===== src/rtl/satq_pkg.sv =====
package satq_pkg;
  typedef enum logic [2:0] {
    OP_ADD  = 3'd0,
    OP_SUB  = 3'd1,
    OP_DADD = 3'd2,
    OP_DSUB = 3'd3,
    OP_BAD  = 3'd4
  } satOp_e;

  localparam logic [7:0] CODE_ADD  = 8'h10;
  localparam logic [7:0] CODE_SUB  = 8'h12;
  localparam logic [7:0] CODE_DADD = 8'h14;
  localparam logic [7:0] CODE_DSUB = 8'h16;
  localparam logic [3:0] CODE_TAIL = 4'b0101;

  typedef struct packed {
    logic fire;
    logic doubleB;
    logic subtract;
  } satCtrl_t;
endpackage


===== src/rtl/satq_ctrl.sv =====
module satq_ctrl
  import satq_pkg::*;
(
  input  logic        clk,
  input  logic        rstN,
  input  logic        issueValid,
  input  logic        condPass,
  input  logic [31:0] instrWord,
  input  logic        qWrEn,
  input  logic        qWrData,
  input  logic        satHit,
  output satCtrl_t    ctrlStb,
  output logic        resValid,
  output logic        undefOp,
  output logic        qFlag
);
  satOp_e opKind;
  logic   takeIt;
  logic   fireNow;
  logic   undefNow;

  always_comb begin
    opKind = OP_BAD;
    if (instrWord[7:4] == CODE_TAIL) begin
      case (instrWord[27:20])
        CODE_ADD:  opKind = OP_ADD;
        CODE_SUB:  opKind = OP_SUB;
        CODE_DADD: opKind = OP_DADD;
        CODE_DSUB: opKind = OP_DSUB;
        default:   opKind = OP_BAD;
      endcase
    end
  end

  assign takeIt   = issueValid & condPass;
  assign fireNow  = takeIt & (opKind != OP_BAD);
  assign undefNow = takeIt & (opKind == OP_BAD);

  always_comb begin
    ctrlStb.fire     = fireNow;
    ctrlStb.doubleB  = (opKind == OP_DADD) || (opKind == OP_DSUB);
    ctrlStb.subtract = (opKind == OP_SUB) || (opKind == OP_DSUB);
  end

  always_ff @(posedge clk) begin
    if (!rstN) begin
      resValid <= 1'b0;
      undefOp  <= 1'b0;
      qFlag    <= 1'b0;
    end else begin
      resValid <= fireNow;
      undefOp  <= undefNow;
      if (qWrEn)
        qFlag <= qWrData;
      else if (fireNow && satHit)
        qFlag <= 1'b1;
    end
  end
endmodule


===== src/rtl/satq_dpath.sv =====
module satq_dpath
  import satq_pkg::*;
#(
  parameter int DATA_W = 32
) (
  input  logic              clk,
  input  logic              rstN,
  input  satCtrl_t          ctrlStb,
  input  logic [DATA_W-1:0] opA,
  input  logic [DATA_W-1:0] opB,
  input  logic [3:0]        destIdx,
  output logic              satHit,
  output logic [DATA_W-1:0] resData,
  output logic [3:0]        resDest
);
  localparam int WIDE_W = DATA_W + 1;
  localparam logic [DATA_W-1:0] MAX_POS = {1'b0, {(DATA_W-1){1'b1}}};
  localparam logic [DATA_W-1:0] MIN_NEG = {1'b1, {(DATA_W-1){1'b0}}};

  logic [WIDE_W-1:0] dblWide;
  logic              dblClip;
  logic [DATA_W-1:0] dblClamped;
  logic [DATA_W-1:0] bEff;
  logic [WIDE_W-1:0] aExt;
  logic [WIDE_W-1:0] bExt;
  logic [WIDE_W-1:0] sumWide;
  logic              sumClip;
  logic [DATA_W-1:0] sumClamped;

  // stage one: doubling of the second operand, clamped
  assign dblWide    = {opB, 1'b0};
  assign dblClip    = dblWide[WIDE_W-1] ^ dblWide[WIDE_W-2];
  assign dblClamped = dblClip ? (opB[DATA_W-1] ? MIN_NEG : MAX_POS)
                              : dblWide[DATA_W-1:0];
  assign bEff       = ctrlStb.doubleB ? dblClamped : opB;

  // stage two: add or subtract in one extra bit, then clamp
  assign aExt    = {opA[DATA_W-1], opA};
  assign bExt    = {bEff[DATA_W-1], bEff};
  assign sumWide = ctrlStb.subtract ? (aExt - bExt) : (aExt + bExt);
  assign sumClip = sumWide[WIDE_W-1] ^ sumWide[WIDE_W-2];
  assign sumClamped = sumClip ? (sumWide[WIDE_W-1] ? MIN_NEG : MAX_POS)
                              : sumWide[DATA_W-1:0];

  assign satHit = sumClip | (ctrlStb.doubleB & dblClip);

  always_ff @(posedge clk) begin
    if (!rstN) begin
      resData <= '0;
      resDest <= '0;
    end else if (ctrlStb.fire) begin
      resData <= sumClamped;
      resDest <= destIdx;
    end
  end
endmodule


===== src/rtl/satq_unit.sv =====
module satq_unit
  import satq_pkg::*;
#(
  parameter int DATA_W = 32
) (
  input  logic              clk,
  input  logic              rstN,
  input  logic              issueValid,
  input  logic              condPass,
  input  logic [31:0]       instrWord,
  input  logic [DATA_W-1:0] opA,
  input  logic [DATA_W-1:0] opB,
  input  logic              qWrEn,
  input  logic              qWrData,
  output logic [DATA_W-1:0] resData,
  output logic [3:0]        resDest,
  output logic              resValid,
  output logic              undefOp,
  output logic              qFlag
);
  satCtrl_t ctrlStb;
  logic     satHit;

  satq_ctrl ctrl_i (
    .clk        (clk),
    .rstN       (rstN),
    .issueValid (issueValid),
    .condPass   (condPass),
    .instrWord  (instrWord),
    .qWrEn      (qWrEn),
    .qWrData    (qWrData),
    .satHit     (satHit),
    .ctrlStb    (ctrlStb),
    .resValid   (resValid),
    .undefOp    (undefOp),
    .qFlag      (qFlag)
  );

  satq_dpath #(.DATA_W(DATA_W)) dpath_i (
    .clk     (clk),
    .rstN    (rstN),
    .ctrlStb (ctrlStb),
    .opA     (opA),
    .opB     (opB),
    .destIdx (instrWord[15:12]),
    .satHit  (satHit),
    .resData (resData),
    .resDest (resDest)
  );
endmodule


===== config.mk =====
export PLATFORM = sky130hd
export DESIGN_NAME = satq_unit
export DESIGN_NICKNAME = d
export VERILOG_FILES = /design/src/rtl/satq_pkg.sv /design/src/rtl/satq_ctrl.sv /design/src/rtl/satq_dpath.sv /design/src/rtl/satq_unit.sv
export SDC_FILE = /design/constraint.sdc
export NUM_CORES = 1
export LEC_CHECK = 0
export BUFFER_PORTS_ARGS = -buffer_cell sky130_fd_sc_hd__clkbuf_2
export CAP_MARGIN = 20
export CORE_MARGIN = 2
export CORE_UTILIZATION = 50
export CTS_BUF_LIST = sky130_fd_sc_hd__clkbuf_8
export CTS_CLUSTER_SIZE = 25
export DETAILED_ROUTE_END_ITERATION = 8
export PLACE_DENSITY = 0.8
export SYNTH_ARGS = -nofsm -noshare
export SYNTH_HDL_FRONTEND = slang
export SYNTH_SLANG_ARGS = --single-unit
export TNS_END_PERCENT = 20

===== constraint.sdc =====
create_clock -name clk -period 5.72 [get_ports clk]
set_clock_uncertainty 0.2 [all_clocks]
set_input_delay 0.286 -clock clk [delete_from_list [all_inputs] [get_ports clk]]
set_output_delay 0.286 -clock clk [all_outputs]
set_load 0.05 [all_outputs]

==> results by stage <==
Clock tree:
- The clock tree from TritonCTS is done.
- The number of clock buffers added by TritonCTS is 5.
- The buffers inserted during post-CTS setup optimization is 0.
- The clock latency of the later-clocked register in the worst-skew pair is 0.29 ns.
- The number of hold buffers added after CTS was 0.
- After clock tree synthesis, the clock-pin slew on the worst setup and hold paths is 0.07 ns.
- In this run the number of H-tree levels came out at 2.
- The clock passes through at most 2 buffers.
- The clock sink count is 39.
- The buffer cell driving the clock tree root is clkbuf_8.

Worst setup path:
- Data on the critical path is required at its endpoint by 5.74 ns.
- Walking the worst path, the cells encountered are clkbuf_2, nor4bb_2, and4_4, mux2i_2, ha_2, nor4b_4, mux2i_1, or3_4, or2_2, and2_1, xnor2_1, ha_1, and4_1, nand2_1, or3_1, o22ai_2, nor2_1, o21ai_1, xor2_2, buf_12, a21oi_4, buf_12, a21oi_1.
- The count of cells along the worst register-to-register path is 3.
- The kind of critical path is input pin to register.
- Of all nets on the critical path, the largest fanout is 34.
- The worst setup path is captured at a register.
- The largest stage delay on the critical path is 0.42 ns.
- The critical path startpoint category is an input pin.
- Among all stages on the critical path, the largest delay is contributed by or3_4.
- Counting stages on the worst path, the most repeated cell is buf_12.
- The critical path arrival is 5.32 ns.

Yosys:
- In this run, distinct cell masters in the synthesized netlist total 62.
- The area share of the leading cell type in the synthesized netlist is 15.8%.
- The prevailing post-synth register cell is dfxtp_1.
- Synthesis produced a netlist with a net count of 843.
- Summed over all instances, the cell type with the most area after synthesis is dfxtp_1.
- The share of the yosys chip area belonging to registers is 15.8%.
- By area the synthesized netlist is led by dfxtp_1 (16%), a21oi_1 (14%), ha_1 (9.1%).
- The number of synthesized flops with an enable pin is 0.
- Each instance of the synthesized netlist takes up on average 7.01 sq um.
- The gate count of the mapped netlist is 704.
- By instance count, the leading cell after synthesis is a21oi_1.
- During synthesis, Yosys emitted a total of 0 warnings.
- Of all flip-flops after synthesis, the portion carrying an async set or reset was 0%.
- By count the netlist is led by a21oi_1 (136), o21ai_0 (70), nor2_1 (53), nand2_1 (52), dfxtp_1 (39).
- Counting flops and latches in the post-synthesis netlist gives 39.
- The mapped netlist covers 4940 sq um.

Timing:
- The transition time of the tightest slew-check pin is 0.716 ns.
- Setup violations remaining at the end of the flow were counted as 0.
- Timing would allow up to 0.189 GHz.
- The worst path uses 92.6% of the clock period.
- The final hold violation count was 0.
- The tightest slew margin relative to the limit is 52.2%.
- The worst path in the final design needs a cycle of 5.30 ns, including I/O delays and setup.
- The number of pins with negative max-slew slack in the final report is 0.
- Setup repair after global routing left no endpoint under its margin.

Layout:
- The count of nets after finishing is 977.
- The share of layout cells above drive strength 1 is 23.7%.
- The final antenna diode count is 0.
- The count of cells in the finished layout, fillers not included, comes to 972.
- Compared with the post-synthesis result, the final layout area differs by 22.7%.
- Cells fill 62.5% of the core in the end.

Floorplan:
- The initial core utilization is 51.0%.
- The vertical extent of the die is 103 microns.
- The die outline width is 103 microns.
- In this run the count of I/O pins placed on the die edge is 141.
- The initialized floorplan defines 36 standard-cell rows.
- The overall die area is 10700 sq um.
- The floorplan core area is 9680 sq um.

Routing:
- The total via count in the routed design is 5776.
- After detailed routing, the number of vias per cell comes to 5.94.
- The detail-routed net length per standard cell is 16.0 microns.
- The residual DRC count is 0.
- After the first detailed-routing iteration, the DRC count stood at 333.
- The first detailed-routing pass ran for 5 iterations.
- The detail route stage leaves a number of antenna-violating nets equal to 0.
- The wire length reported by the detailed router is 15500 microns.

Power and ir drop:
- Total power for the finished layout comes to 949 uW.
- VDD sags by at most 0.130 mV.
- In this run the power density over the cells is 157 nW/um^2.
- The leakage power is 2.70 nW.

GRT:
- After global routing the overflow that remains totals 0.
- The first-pass GRT wire length is 24200 microns.
- Entering global routing, the biggest net connects 39 pins.
- The total routing usage reported by global routing is 28.3%.
- The via count of the first global-routing pass came to 5095.
- The number of antenna violations at the first check in global routing was 0.

Placed design:
- The routability congestion estimate from global placement is 0.891.
- The placed instance count is 964.
- Summed over all nets, the half-perimeter wirelength after detailed placement is 12500 microns.
- Input and output buffers added on the ports amount to 124.

Run status:
- The flow ran to the end, and the final reports show no timing, DRC or antenna violations.

Flow run:
- The number of max-cap violations is 0.

Worst hold path:
- The number of cells traversed by the worst hold path is 3.
- The tightest min-delay check is of the input pin to register type.
==> logic make-up (layout without fill, tap and decap cells) <==
| group | after synthesis | after routing | synth area share [%] |
|---|---|---|---|
| AO/OA/AOI/OAI | 308 | 308 | 36.6 |
| adder cells (fa/ha/maj) | 37 | 37 | 9.53 |
| AND/OR/NAND/NOR | 192 | 192 | 19.5 |
| flip-flops | 39 | 39 | 15.8 |
| multiplexers | 14 | 14 | 2.89 |
| buffers and inverters | 56 | 191 | 5.20 |
| XOR/XNOR | 58 | 58 | 10.4 |
==> worst paths after layout <==
| kind | from | endpoint | slack (ns) |
|---|---|---|---|
| min reg2reg | dpath_i.resDest[0]$_SDFFE_PN0P_ | dpath_i.resDest[0]$_SDFFE_PN0P_ | 0.27 |
| max reg2reg | ctrl_i.qFlag$_SDFFE_PN0P_ | ctrl_i.qFlag$_SDFFE_PN0P_ | 4.39 |
| max | instrWord[5] | dpath_i.resData[15]$_SDFFE_PN0P_ | 0.42 |
| min | instrWord[15] | dpath_i.resDest[3]$_SDFFE_PN0P_ | 0.03 |
==> critical path, delay by kind of cell <==
kind | cells | cell delay [ns]
xor gates and xnor gates | 2 | 0.34
adders and majority gates | 2 | 0.61
muxes | 2 | 0.38
AOI/OAI and AO/OA | 4 | 0.61
and+or+nand+nor | 10 | 2.61
buffers and inverters | 3 | 0.47
==> flip-flops by register name, summed over array words and instances, names as in the netlist <==
signal	count
ctrl_i.qFlag	1
ctrl_i.resValid	1
ctrl_i.undefOp	1
dpath_i.resData	32
dpath_i.resDest	4
==> where the power goes <==
part           switching [mW]  internal, mW  total [mW]
sequential           0.000763         0.273       0.273
combinational           0.275         0.195       0.470
clock                  0.0966         0.110       0.206
total                   0.372         0.577       0.949
==> layer usage <==
layer | up-vias | global-route usage, % | share of wire (%) | wire, microns
li1 | 2867 | - | - | -
met1 | 2657 | 39.8 | 46 | 7190
met2 | 238 | 46.5 | 46 | 7160
met3 | 14 | 2.22 | 6.4 | 992
met4 | 0 | 7.59 | 1.1 | 167
met5 | - | 0 | 0 | 0
==> through the flow <==
stage	hold WS, ns	setup slack, ns	TNS, ns	instance area (sq um)
after CTS	0.0270	0.200	0	6040
after global routing	0.0412	0.0313	0	6060
after global placement	0.252	0.0908	0	5930
after detailed placement	0.269	-0.104	-2.36	5930
after floorplan	0.231	0.0426	0	4990
final	0.0300	0.424	0	6060
==> layout by cell type (no fill, tap or decap), types with 17 or more instances in the layout <==
cell and n:
a21o_1 17, a21oi_1 135, buf_4 41, clkbuf_2 124, dfxtp_1 39, ha_1 35
nand2_1 52, nor2_1 53, o21ai_0 68, xnor2_1 27, xor2_1 29
==> what timing repair did <==
action	4_1_cts	5_1_grt
hold endpoints to repair	0	0
resized for setup	0	7
setup endpoints to repair	0	33
==> cell type report <==
| cell class | instances | area [sq um] |
|---|---|---|
| tap | 133 | 166 |
| inverter | 16 | 60.1 |
| clock inverter | 1 | 7.51 |
| sequential | 39 | 781 |
| fill | 887 | 3630 |
| clock buffer | 7 | 96.3 |
| multi-input combinational | 609 | 3980 |
| timing repair buffer | 167 | 968 |
(Power assumes the default switching activity.)
